**config.mk**
```make
export PLATFORM = sky130hd
export DESIGN_NAME = uart_modem_status
export DESIGN_NICKNAME = d
export VERILOG_FILES = /design/src/rtl/mdm_pkg.sv /design/src/rtl/mdm_ctl_reg.sv /design/src/rtl/mdm_line_track.sv /design/src/rtl/mdm_stat_mux.sv /design/src/rtl/uart_modem_status.sv
export SDC_FILE = /design/constraint.sdc
export NUM_CORES = 1
export LEC_CHECK = 0
export CORE_AREA = 2 2 43 45
export CTS_CLUSTER_DIAMETER = 120
export DETAILED_ROUTE_END_ITERATION = 16
export DIE_AREA = 0 0 45 47
export PLACE_DENSITY_LB_ADDON = 0.12
export SYNTH_ARGS = -nofsm -noshare
export SYNTH_HDL_FRONTEND = slang
export SYNTH_SLANG_ARGS = --single-unit
```
**constraint.sdc**
```tcl
create_clock -name clk -period 1.4 [get_ports clk]
set_input_delay 0.42 -clock clk [delete_from_list [all_inputs] [get_ports clk]]
set_output_delay 0.42 -clock clk [all_outputs]
set_load 0.05 [all_outputs]
```
**src/rtl/mdm_pkg.sv**
```systemverilog
package mdm_pkg;
  localparam int NLINES = 4;
  localparam int CTL_W  = 5;
  localparam int STAT_W = 2 * NLINES;

  typedef logic [NLINES-1:0] line_vec_t;
  typedef logic [CTL_W-1:0]  ctl_vec_t;

  // line vector order: 3 carrier, 2 ring, 1 data-set-ready, 0 clear-to-send
  localparam int LN_CTS = 0;
  localparam int LN_DSR = 1;
  localparam int LN_RI  = 2;
  localparam int LN_DCD = 3;

  // control bit positions
  localparam int CB_DTR  = 0;
  localparam int CB_RTS  = 1;
  localparam int CB_OUT1 = 2;
  localparam int CB_OUT2 = 3;
  localparam int CB_LOOP = 4;

  localparam line_vec_t LINE_RST   = 4'b1011;
  localparam line_vec_t TRAIL_MASK = 4'b0100;
  localparam ctl_vec_t  CTL_RST    = 5'b01000;
endpackage

```
**src/rtl/mdm_ctl_reg.sv**
```systemverilog
module mdm_ctl_reg
  import mdm_pkg::*;
(
  input  logic     clk,
  input  logic     rst_n,
  input  logic     wr_en,
  input  ctl_vec_t wdata,
  output ctl_vec_t ctl_q,
  output logic     loop_q
);
  ctl_vec_t ctl_d;

  always_comb begin
    ctl_d = ctl_q;
    if (wr_en) ctl_d = wdata;
  end

  always_ff @(posedge clk or negedge rst_n) begin
    if (!rst_n) ctl_q <= CTL_RST;
    else        ctl_q <= ctl_d;
  end

  assign loop_q = ctl_q[CB_LOOP];
endmodule

```
**src/rtl/mdm_line_track.sv**
```systemverilog
module mdm_line_track
  import mdm_pkg::*;
#(
  parameter line_vec_t RST_LEVEL = LINE_RST,
  parameter line_vec_t FALL_ONLY = TRAIL_MASK
) (
  input  logic      clk,
  input  logic      rst_n,
  input  line_vec_t pins,
  input  logic      loop_en,
  input  logic      rd_clr,
  output line_vec_t level_q,
  output line_vec_t delta_q
);
  line_vec_t set_vec;
  line_vec_t delta_d;

  for (genvar i = 0; i < NLINES; i++) begin : g_line
    if (FALL_ONLY[i]) begin : g_fall
      assign set_vec[i] = !loop_en && level_q[i] && !pins[i];
    end else begin : g_any
      assign set_vec[i] = !loop_en && (level_q[i] ^ pins[i]);
    end
  end

  always_comb begin
    delta_d = delta_q;
    if (rd_clr && !loop_en) delta_d = '0;
    delta_d = delta_d | set_vec;
  end

  always_ff @(posedge clk or negedge rst_n) begin
    if (!rst_n) begin
      level_q <= RST_LEVEL;
      delta_q <= '0;
    end else begin
      level_q <= pins;
      delta_q <= delta_d;
    end
  end
endmodule

```
**src/rtl/mdm_stat_mux.sv**
```systemverilog
module mdm_stat_mux
  import mdm_pkg::*;
(
  input  ctl_vec_t          ctl_q,
  input  line_vec_t         level_q,
  input  line_vec_t         delta_q,
  input  logic              ier_ms_en,
  output logic [STAT_W-1:0] stat,
  output logic              rts,
  output logic              dtr,
  output logic              irq
);
  line_vec_t loop_lines;

  always_comb begin
    loop_lines         = '0;
    loop_lines[LN_DCD] = ctl_q[CB_OUT2];
    loop_lines[LN_RI]  = ctl_q[CB_OUT1];
    loop_lines[LN_DSR] = ctl_q[CB_DTR];
    loop_lines[LN_CTS] = ctl_q[CB_RTS];
    if (ctl_q[CB_LOOP]) stat = {loop_lines, {NLINES{1'b0}}};
    else                stat = {level_q, delta_q};
    rts = ctl_q[CB_RTS] && !ctl_q[CB_LOOP];
    dtr = ctl_q[CB_DTR] && !ctl_q[CB_LOOP];
    irq = ier_ms_en && (|delta_q);
  end
endmodule

```
**src/rtl/uart_modem_status.sv**
```systemverilog
module uart_modem_status
  import mdm_pkg::*;
(
  input  logic                  clk,
  input  logic                  rst_n,
  input  logic                  wr_ctl,
  input  logic [CTL_W-1:0]      ctl_wdata,
  input  logic                  rd_stat,
  input  logic                  ier_ms_en,
  input  logic                  cts_i,
  input  logic                  dsr_i,
  input  logic                  dcd_i,
  input  logic                  ri_i,
  output logic [CTL_W-1:0]      ctl_rd,
  output logic [STAT_W-1:0]     rd_data,
  output logic                  rts_o,
  output logic                  dtr_o,
  output logic                  irq_o
);
  ctl_vec_t  ctl_q;
  logic      loop_q;
  line_vec_t pins;
  line_vec_t level_q;
  line_vec_t delta_q;

  always_comb begin
    pins         = '0;
    pins[LN_CTS] = cts_i;
    pins[LN_DSR] = dsr_i;
    pins[LN_RI]  = ri_i;
    pins[LN_DCD] = dcd_i;
  end

  mdm_ctl_reg u_ctl (
    .clk(clk), .rst_n(rst_n), .wr_en(wr_ctl), .wdata(ctl_wdata),
    .ctl_q(ctl_q), .loop_q(loop_q)
  );

  mdm_line_track #(.RST_LEVEL(LINE_RST), .FALL_ONLY(TRAIL_MASK)) u_trk (
    .clk(clk), .rst_n(rst_n), .pins(pins), .loop_en(loop_q),
    .rd_clr(rd_stat), .level_q(level_q), .delta_q(delta_q)
  );

  mdm_stat_mux u_mux (
    .ctl_q(ctl_q), .level_q(level_q), .delta_q(delta_q),
    .ier_ms_en(ier_ms_en), .stat(rd_data), .rts(rts_o), .dtr(dtr_o),
    .irq(irq_o)
  );

  assign ctl_rd = ctl_q;
endmodule

```
== Word level (Yosys, flattened, before mapping) ==
Index checks and enable logic that the tools add are counted.
W data, S select, Z words.
Storage, ports and cells
  output and inout port bits: 16
  word-level logic and storage cells: 21
  input port bits: 14
  register bits after elaboration: 13
Operators by class
  muxes and demuxes: 2
  reduce and logical (&&, ||, !) cells: 12
  bitwise gates (word level): 4
Operators with widths (count)
  $logic_and A1 B1 Y1: 9
  $mux W8: 1
  $mux W4: 1
  $or A4 B4 Y4: 1
  $reduce_or A4 Y1: 1
  $xor A1 B1 Y1: 3
  $logic_not A1 Y1: 2

== Depth between registers and ports, before layout ==
Gate-level depths: netlist (run 1).
  depth after elaboration: 4
  mapped depth: 3

== Hierarchy ==
A second synthesis (run 1) with hierarchy kept.
Second synthesis, totals
  cells, all modules: 40
  area, all modules: 608.1 µm²
By module, submodules not included
  mdm_line_track: area each 282.8 µm², times used 1, cells each 17
  mdm_ctl_reg: area each 190.2 µm², times used 1, cells each 11
  mdm_stat_mux: area each 135.1 µm², times used 1, cells each 12

== Least setup slack after synthesis (run 1) ==
Ideal clock, no wire load.
  path kind: reg2out
  start point: register u_ctl.ctl_q[0]
  end point: output dtr_o
  data required time: 0.980 ns
  path slack: -0.432 ns
  stages on the path, launching flop included: 2
  arrival: 1.412 ns
  cells stage by stage: dfrtp_1 nor2b_1
Between the ends
  longest elaborated chain between the ends: 1
Ends and longest elaborated chain
  start: declaration: line mdm_ctl_reg.sv:8  | output ctl_vec_t ctl_q,
  start signal: assignment: line mdm_ctl_reg.sv:20  | else ctl_q <= ctl_d;
  $logic_and A1 B1 Y1: line mdm_stat_mux.sv:24  | dtr = ctl_q[CB_DTR] && !ctl_q[CB_LOOP];
  end: declaration: line uart_modem_status.sv:17  | output logic dtr_o,
No other way between the ends.

== Worst setup path after layout (run 1) ==
  start point: register u_ctl.ctl_q[4]
  end point: output rd_data[3]
Between the ends
  longest elaborated chain between the ends: 1
Ends and longest elaborated chain
  $mux W8: line mdm_stat_mux.sv:21  | if (ctl_q[CB_LOOP]) stat = {loop_lines, {NLINES{1'b0}}};
  end: declaration: line uart_modem_status.sv:15  | output logic [STAT_W-1:0] rd_data,
No other way between the ends.

==> results, run 1 <==
- The min-delay analysis places its worst path in the category primary input to async pin.
- The net load switching power is 511 uW.
- The core utilization of the finished layout is 0.783.
- The clock tree skew after final layout is 0.00265 ns.
- The post-detailed-placement cell area is 0.00113 sq mm.
- Across all setup checks in the final design, the least slack found is -0.349 ns.
- Hold timing on the final database bottoms out at a slack of 0.442 ns.
- After floorplanning, the core was divided into 15 placement rows.
- Timing would allow up to 572 MHz.
- From synthesis to final layout, the design area changed by 126%.
- In the final layout, flip-flops and latches occupy 334 sq um.
- Yosys printed 0 warnings.
- The critical path is of the flop to output pin type.
- The first routing iteration left 0 violations.
- After detailed routing, the total wire length is 1.45 mm.
- Dividing the final minimum period by the clock period gives 1.25.
- During placement, the flow inserted port buffers numbering 29.
- Entering global routing, the biggest net connects 14 pins.
- The number of unique standard cell types used by synthesis is 12.
- Data on the critical path arrives at its endpoint at 1.33 ns.
- For the pin with the worst max-slew slack, the measured transition is 0.223 ns.
- The worst slew slack as a fraction of its limit is 0.851.
- The number of routed nets with antenna violations is 0.
- The global-route wire length before repair is 2.16 mm.
- The initial antenna violation count is 0.
- The switching power share of the total is 0.349.
- The final routed DRC violation total is 0.
- The number of global-route vias before repair is 507.
- STA classifies the critical path endpoint as an output pin.
- The final max-slew violation count is 0.
- The share of post-route cells with drive strength above 1 is 0.690.
- The leakage power figure is 0.579 nW.
- In the layout the commonest cells are sky130_fd_sc_hd__buf_12 (15), sky130_fd_sc_hd__clkdlybuf4s50_1 (13), sky130_fd_sc_hd__buf_4 (8).
- The number of hold buffers added after CTS was 0.
- The number of hold violations in the final report is 0.
- Setup repair after global routing could not meet its margin everywhere.
- The tree is rooted in a sky130_fd_sc_hd__clkbuf_4.
- The vias after detailed routing is 485.
- The number of nets in the synthesized netlist is 55.
- The starting density of the core is 0.346.
- 0 antenna diodes ended up in the layout.
- The clock latency of the later-clocked register in the worst-skew pair is 0.27 ns.
- The setup slack of the most critical reg-to-reg path is 0.15 ns.
- The vertical die dimension is 47 um.
- The share of total power dissipated in combinational logic is 0.515.
- The area of the die is 0.00212 sq mm.
- The final net count is 102.
- The horizontal die dimension is 45 um.
- In the final routed layout, each cell accounts on average for 13.9 um.
- The count of state elements after synthesis is 13.
- The routability-driven placement congestion ratio is 0.717.
- In this run the deepest clock path goes through 2 buffers.
- For the worst setup path, the data required time is 0.98 ns.
- The number of standard cells in the layout, taps in and fillers out is 104.
- The number of clock buffers inserted by TritonCTS is 3.
- Clock-pin slew was measured on the worst setup and hold paths at 0.09 ns.
- 30 I/O pins were placed.
- The count of H-tree levels built during CTS is 1.
- The number of setup violations in the final report is 13.
- The total area of multi-input combinational cells is 304 sq um.
- The maximum fanout encountered on the critical timing path is 7.
- The detailed-placement wirelength estimate is 1.02 mm.
- Max-cap violations in this run came to 0.
- The share of total power dissipated in sequential elements is 0.322.
- The checks that failed: setup timing.
- For this run, the detailed router's first-pass iteration total came to 1.
- In this run the cell area of the synthesized design comes to 572 sq um.
- After technology mapping, the gate count stands at 41.
- For this run, the total global-route usage over all layers was measured as 0.145.
- The sequential share of the synthesized area is 0.578.
- Global routing finished with a remaining overflow of 0.
- The startpoint type of the worst setup path is a flop.
- After layout, the minimum clock period comes to 1.75 ns.
- The area of the placeable core is 0.00165 sq mm.
- The clock share of power is 0.163.
- In the final timing run, aggregate negative setup slack is -3.40 ns.
- Averaged over all synthesized cells, the footprint is 13.9 sq um.
- Leaving out fill and tap cells, the most frequent cell in the layout is sky130_fd_sc_hd__buf_12.
- The worst-case IR drop observed on VDD is 617 uV.
- The number of cells after detailed placement is 95.
- Clock tree synthesis found a total of 13 sinks.
- The post-route cell area is 0.00129 sq mm.
- Dividing the detail-routed via count by the number of cells gives 4.66.
- In this run the power density over the cells is 1130 mW/mm^2.
- The filler cell count in the final layout is 99.
- Cell internal power was estimated by the tool at 954 uW.
- The run finished, with violations left.
- TritonCTS built the clock tree.
==> path summary, 6_finish.rpt <==
| path | to | cells after the start | from |
|---|---|---|---|
| worst max register to register | u_trk.delta_q[0] | 3 | u_ctl.ctl_q[4] |
| min in group clk | u_trk.delta_q[3] | 1 | u_trk.delta_q[3] |
| max in group asynchronous | u_ctl.ctl_q[3] | 2 | rst_n |
| worst min register to register | u_trk.delta_q[3] | 1 | u_trk.delta_q[3] |
| worst min-delay path | u_trk.delta_q[0] | 2 | rst_n |
| worst max-delay path | rd_data[3] | 3 | u_ctl.ctl_q[4] |
==> Yosys cell counts <==
master                      number  area share
sky130_fd_sc_hd__buf_4           1       0.013
sky130_fd_sc_hd__buf_6           1       0.020
sky130_fd_sc_hd__dfrtp_1         9        0.39
sky130_fd_sc_hd__dfstp_2         4        0.18
sky130_fd_sc_hd__mux2_2          8        0.16
sky130_fd_sc_hd__nand2_1         2       0.013
sky130_fd_sc_hd__nand2b_1        1       0.011
sky130_fd_sc_hd__nand2b_2        1       0.015
sky130_fd_sc_hd__nor2b_1         6       0.066
sky130_fd_sc_hd__o2bb2ai_1       4       0.061
sky130_fd_sc_hd__o41a_1          1       0.020
sky130_fd_sc_hd__xnor2_1         3       0.046
==> critical path, cell delays in order, from the launching register on <==
cell                        delay (ns)
sky130_fd_sc_hd__dfrtp_2          0.50
sky130_fd_sc_hd__bufbuf_16        0.30
sky130_fd_sc_hd__nor2b_4          0.12
sky130_fd_sc_hd__buf_12           0.14
==> kinds of logic (layout without fill, tap and decap cells) <==
kind of cell	after synthesis	count (layout)	share of synthesized area
flops	13	13	0.578
simple gates	10	10	0.105
compound gates	5	5	0.0810
buf+inv	2	48	0.0328
xor+xnor	3	3	0.0460
mux	8	8	0.158
==> stage by stage <==
step	setup WS [ns]	total power, mW
4_1_cts	-0.355	1.44
5_1_grt	-0.401	1.53
2_1_floorplan	0.00110	0.804
3_5_place_dp	-0.204	1.15
3_3_place_gp	-0.192	1.14
6_report	-0.349	1.47
==> power groups by stage <==
stage                     Combinational, mW  Sequential [mW]  Clock [mW]
final                                 0.755            0.471       0.239
after CTS                             0.729            0.469       0.241
after detailed placement              0.676            0.470           0
after floorplan                       0.296            0.508           0
after global placement                0.671            0.469           0
after global routing                  0.788            0.477       0.265
==> area by class of cell <==
type	instances	area share
Multi-Input combinational cell	26	0.235
Tap cell	17	0.0165
Clock buffer	3	0.0174
Sequential cell	13	0.258
Timing Repair Buffer	44	0.469
Clock inverter	1	0.00387
==> metal layers <==
metal / wire, um / GRT usage
met1: 635 / 0.190
met2: 733 / 0.240
met3: 79 / 0.0385
met4: 0 / 0.0353
met5: 0 / 0
==> sequential cells by signal, indices dropped and copies added, names as in the netlist <==
| name | count |
|---|---|
| u_ctl.ctl_q | 5 |
| u_trk.delta_q | 4 |
| u_trk.level_q | 4 |
==> timing repair <==
action | 4_1_cts | 5_1_grt
gates cloned | 1 | 0
endpoints found under the hold margin | 0 | 0
resized for setup | 11 | 3
setup buffers | 2 | 3
setup endpoints to repair | 14 | 15
Power figures use the tool's default switching activity.
==> run 2, diff against run 1 <==
--- a/config.mk
+++ b/config.mk
@@ -5,10 +5,10 @@
 export SDC_FILE = /design/constraint.sdc
 export NUM_CORES = 1
 export LEC_CHECK = 0
-export CORE_AREA = 2 2 43 45
+export CORE_AREA = 2 2 41 43
 export CTS_CLUSTER_DIAMETER = 120
 export DETAILED_ROUTE_END_ITERATION = 16
-export DIE_AREA = 0 0 45 47
+export DIE_AREA = 0 0 43 45
 export PLACE_DENSITY_LB_ADDON = 0.12
 export SYNTH_ARGS = -nofsm -noshare
 export SYNTH_HDL_FRONTEND = slang
==> constraint.sdc (replaced) <==
create_clock -name clk -period 2.15 [get_ports clk]
set_input_delay 0.645 -clock clk [delete_from_list [all_inputs] [get_ports clk]]
set_output_delay 0.645 -clock clk [all_outputs]
set_load 0.05 [all_outputs]
==> results, run 2 (synthesis results as in run 1) <==
- Unrepaired setup endpoints after global routing: no (was yes).
- The delay contributed by the slowest stage of the critical path came to 0.81 ns (was 0.50 ns).
- Ordered cell list for the critical path: clkdlybuf4s50_1 (was bufbuf_16 -> nor2b_4 -> buf_12).
- The maximum fanout encountered on the critical timing path is 3 (was 7).
- Leading registers by flop count: u_ctl.ctl_q x5, u_trk.delta_q x4, u_trk.level_q x4 (unchanged).
- The initial antenna violation count is 0 (unchanged).
- Dividing the final minimum period by the clock period gives 0.972.
- The per-cell routed wire length is 13.2 um (was 13.9 um).
- The total design power is 795 uW (was 1.47 mW).
- Status: finished, final reports clean (was finished, violations left).
- The count of instances resized after the clock tree is built was 0 (was 11).
- The count of buffers from port buffering is 29 (unchanged).
- The core utilization of the finished layout is 0.661 (was 0.783).
- The antenna cell count is 0 (unchanged).
- The total of hold buffers inserted after clock tree synthesis is 0 (unchanged).
- The worst supply voltage drop on vdd is 497 uV (was 617 uV).
- The number of ports placed on the die boundary is 30 (unchanged).
- The starting density of the core came to 0.389 (was 0.346).
- The type of the worst setup path is flop to output pin (unchanged).
- The share of post-route cells with drive strength above 1 is 0.438 (was 0.690).
- The post-detailed-placement cell area is 946 sq um (was 0.00113 sq mm).
- The final worst-path setup slack was 0.0603 ns (was -0.349 ns).
- The CTS tree is done (unchanged).
- The critical path endpoint category is an output pin (unchanged).
- The area of the placeable core is 0.00147 sq mm (was 0.00165 sq mm).
- The area of the die is 0.00194 sq mm (was 0.00212 sq mm).
- The DRC marker count from the first detailed-route iteration was 3 (was 0).
- The register name with the most flops is u_ctl.ctl_q (unchanged).
- The arrival time reported for the critical path endpoint is 1.44 ns (was 1.33 ns).
- The kind of cell with the highest combined delay on the critical path is buffers and inverters (was flip-flops).
- The startpoint type of the worst setup path is a flop (unchanged).
- The number of rows in the core area is 14 (was 15).
- The most frequent standard cell in the layout excluding fill and tap cells is sky130_fd_sc_hd__clkdlybuf4s50_1 (was sky130_fd_sc_hd__buf_12).
- The required arrival time at the worst endpoint is 1.50 ns (was 0.98 ns).
- The final net count was 88 (was 102).
- The count of H-tree levels built during CTS is 1 (unchanged).
- The vias after detailed routing was 433 (was 485).
- The number of clock buffers inserted by TritonCTS is 3 (unchanged).
- The worst slew slack as a fraction of its limit is 0.613 (was 0.851).
- The routability-driven placement congestion ratio came to 0.680 (was 0.717).
- The global-route wire length before repair is 1.96 mm (was 2.16 mm).
- The wire length reported by the detailed router is 1.17 mm (was 1.45 mm).
- Subtracting the final worst setup slack from the clock period gives 2.09 ns.
- The final routed DRC violation total is 0 (unchanged).
- The horizontal die dimension came to 43 um (was 45 um).
- The count of clock tree sinks is 13 (unchanged).
- The number of flip-flops under the largest register name is 5 (unchanged).
- The number of hold violations in the final report came to 0 (unchanged).
- The power density of the placed cells was 818 mW/mm^2 (was 1130 mW/mm^2).
- The actual slew at the worst max-slew pin is 0.579 ns (was 0.223 ns).
- The leakage power figure was 0.403 nW (was 0.579 nW).
- The cell with the largest stage delay on the worst path is sky130_fd_sc_hd__clkdlybuf4s50_1 (was sky130_fd_sc_hd__dfrtp_2).
- The detailed-route vias per instance is 4.87 (was 4.66).
- The post-route cell area came to 972 sq um (was 0.00129 sq mm).
- The clock latency of the later-clocked register in the worst-skew pair came to 0.27 ns (about the same).
- The number of setup violations in the final report came to 0 (was 13).
- Commonest cells after routing, fill and taps aside: sky130_fd_sc_hd__clkdlybuf4s50_1 (14), sky130_fd_sc_hd__buf_12 (9), sky130_fd_sc_hd__dfrtp_1 (9) (was sky130_fd_sc_hd__buf_12 (15), sky130_fd_sc_hd__clkdlybuf4s50_1 (13), sky130_fd_sc_hd__buf_4 (8)).
- The residual overflow from global routing is 0 (unchanged).
- The setup TNS after final layout was 0 ns (was -3.40 ns).
- The deepest clock path buffer count was 2 (unchanged).
- The number of maximum-capacitance violations is 0 (unchanged).
- The clock-pin slew reported for the worst setup and hold paths after clock tree synthesis is 0.08 ns (was 0.09 ns).
- The pin count of the biggest net entering global routing is 14 (unchanged).
- The layout-stage area growth over the synthesis result is 70.0% (was 126%).
- The clock root buffer was sky130_fd_sc_hd__clkbuf_4 (unchanged).
- The number of routed nets with antenna violations is 0 (unchanged).
- The count of TritonRoute iterations in the first routing pass is 4 (was 1).
- The buffers plus inverters on the worst setup path is 1 (was 2).
- The class of the worst hold path is flop to flop (was primary input to async pin).
- The worst slack at placement is 0.0754 ns (was -0.204 ns).
- The total global routing track utilization is 0.136 (was 0.145).
- The vertical die dimension came to 45 um (was 47 um).
- The count of buffers added by post-CTS timing repair for setup is 0 (was 2).
- For this run, the top clock speed supported by timing is 479 MHz.
- The clock tree skew after final layout is 0.00299 ns (was 0.00265 ns).
- The final max-slew violation count is 0 (unchanged).
- The number of global-route vias before repair was 406 (was 507).
run 2: changes by cell type in the layout (fill, tap and decap cells not counted), sizes merged:
cell,previous run,this run
buf,30,16
bufbuf,1,0
clkbuf,3,4
clkdlybuf4s50,13,14
clkinv,1,0
run 2: final cells by class:
class | count | area (sq um)
fillers | 121 | 499
repair buffers | 30 | 373
flip-flops and latches | 13 | 330
multi-input cells | 26 | 223
clock buffers | 4 | 26.3
well taps | 16 | 20.0
run 2: final timing paths:
check,cells past startpoint,slack [ns],to,startpoint
max,1,0.06,ctl_rd[2],u_ctl.ctl_q[2]
min,1,0.51,u_trk.delta_q[1],u_trk.delta_q[1]
max reg2reg,2,1.13,u_trk.delta_q[2],u_ctl.ctl_q[4]
min reg2reg,1,0.51,u_trk.delta_q[1],u_trk.delta_q[1]
max in group asynchronous,1,1.03,u_ctl.ctl_q[4],rst_n
min in group asynchronous,1,0.74,u_trk.delta_q[3],rst_n
run 2: power breakdown:
part / total [mW] / internal, mW / switching [mW]
registers: 0.302 / 0.276 / 0.0256
logic: 0.346 / 0.161 / 0.185
clock network: 0.148 / 0.0717 / 0.0765
total: 0.795 / 0.508 / 0.287
run 2: stage by stage:
stage                     hold WS, ns  cells
after floorplan                 0.349     41
after global placement          0.502     85
after detailed placement        0.496     85
after CTS                       0.521     89
after global routing            0.530     89
final                           0.511     89
run 2: per-layer routing:
layer	share of wire	track usage
met5	0	0
met4	0	0.0364
met3	0.057	0.0360
met2	0.52	0.218
met1	0.43	0.185
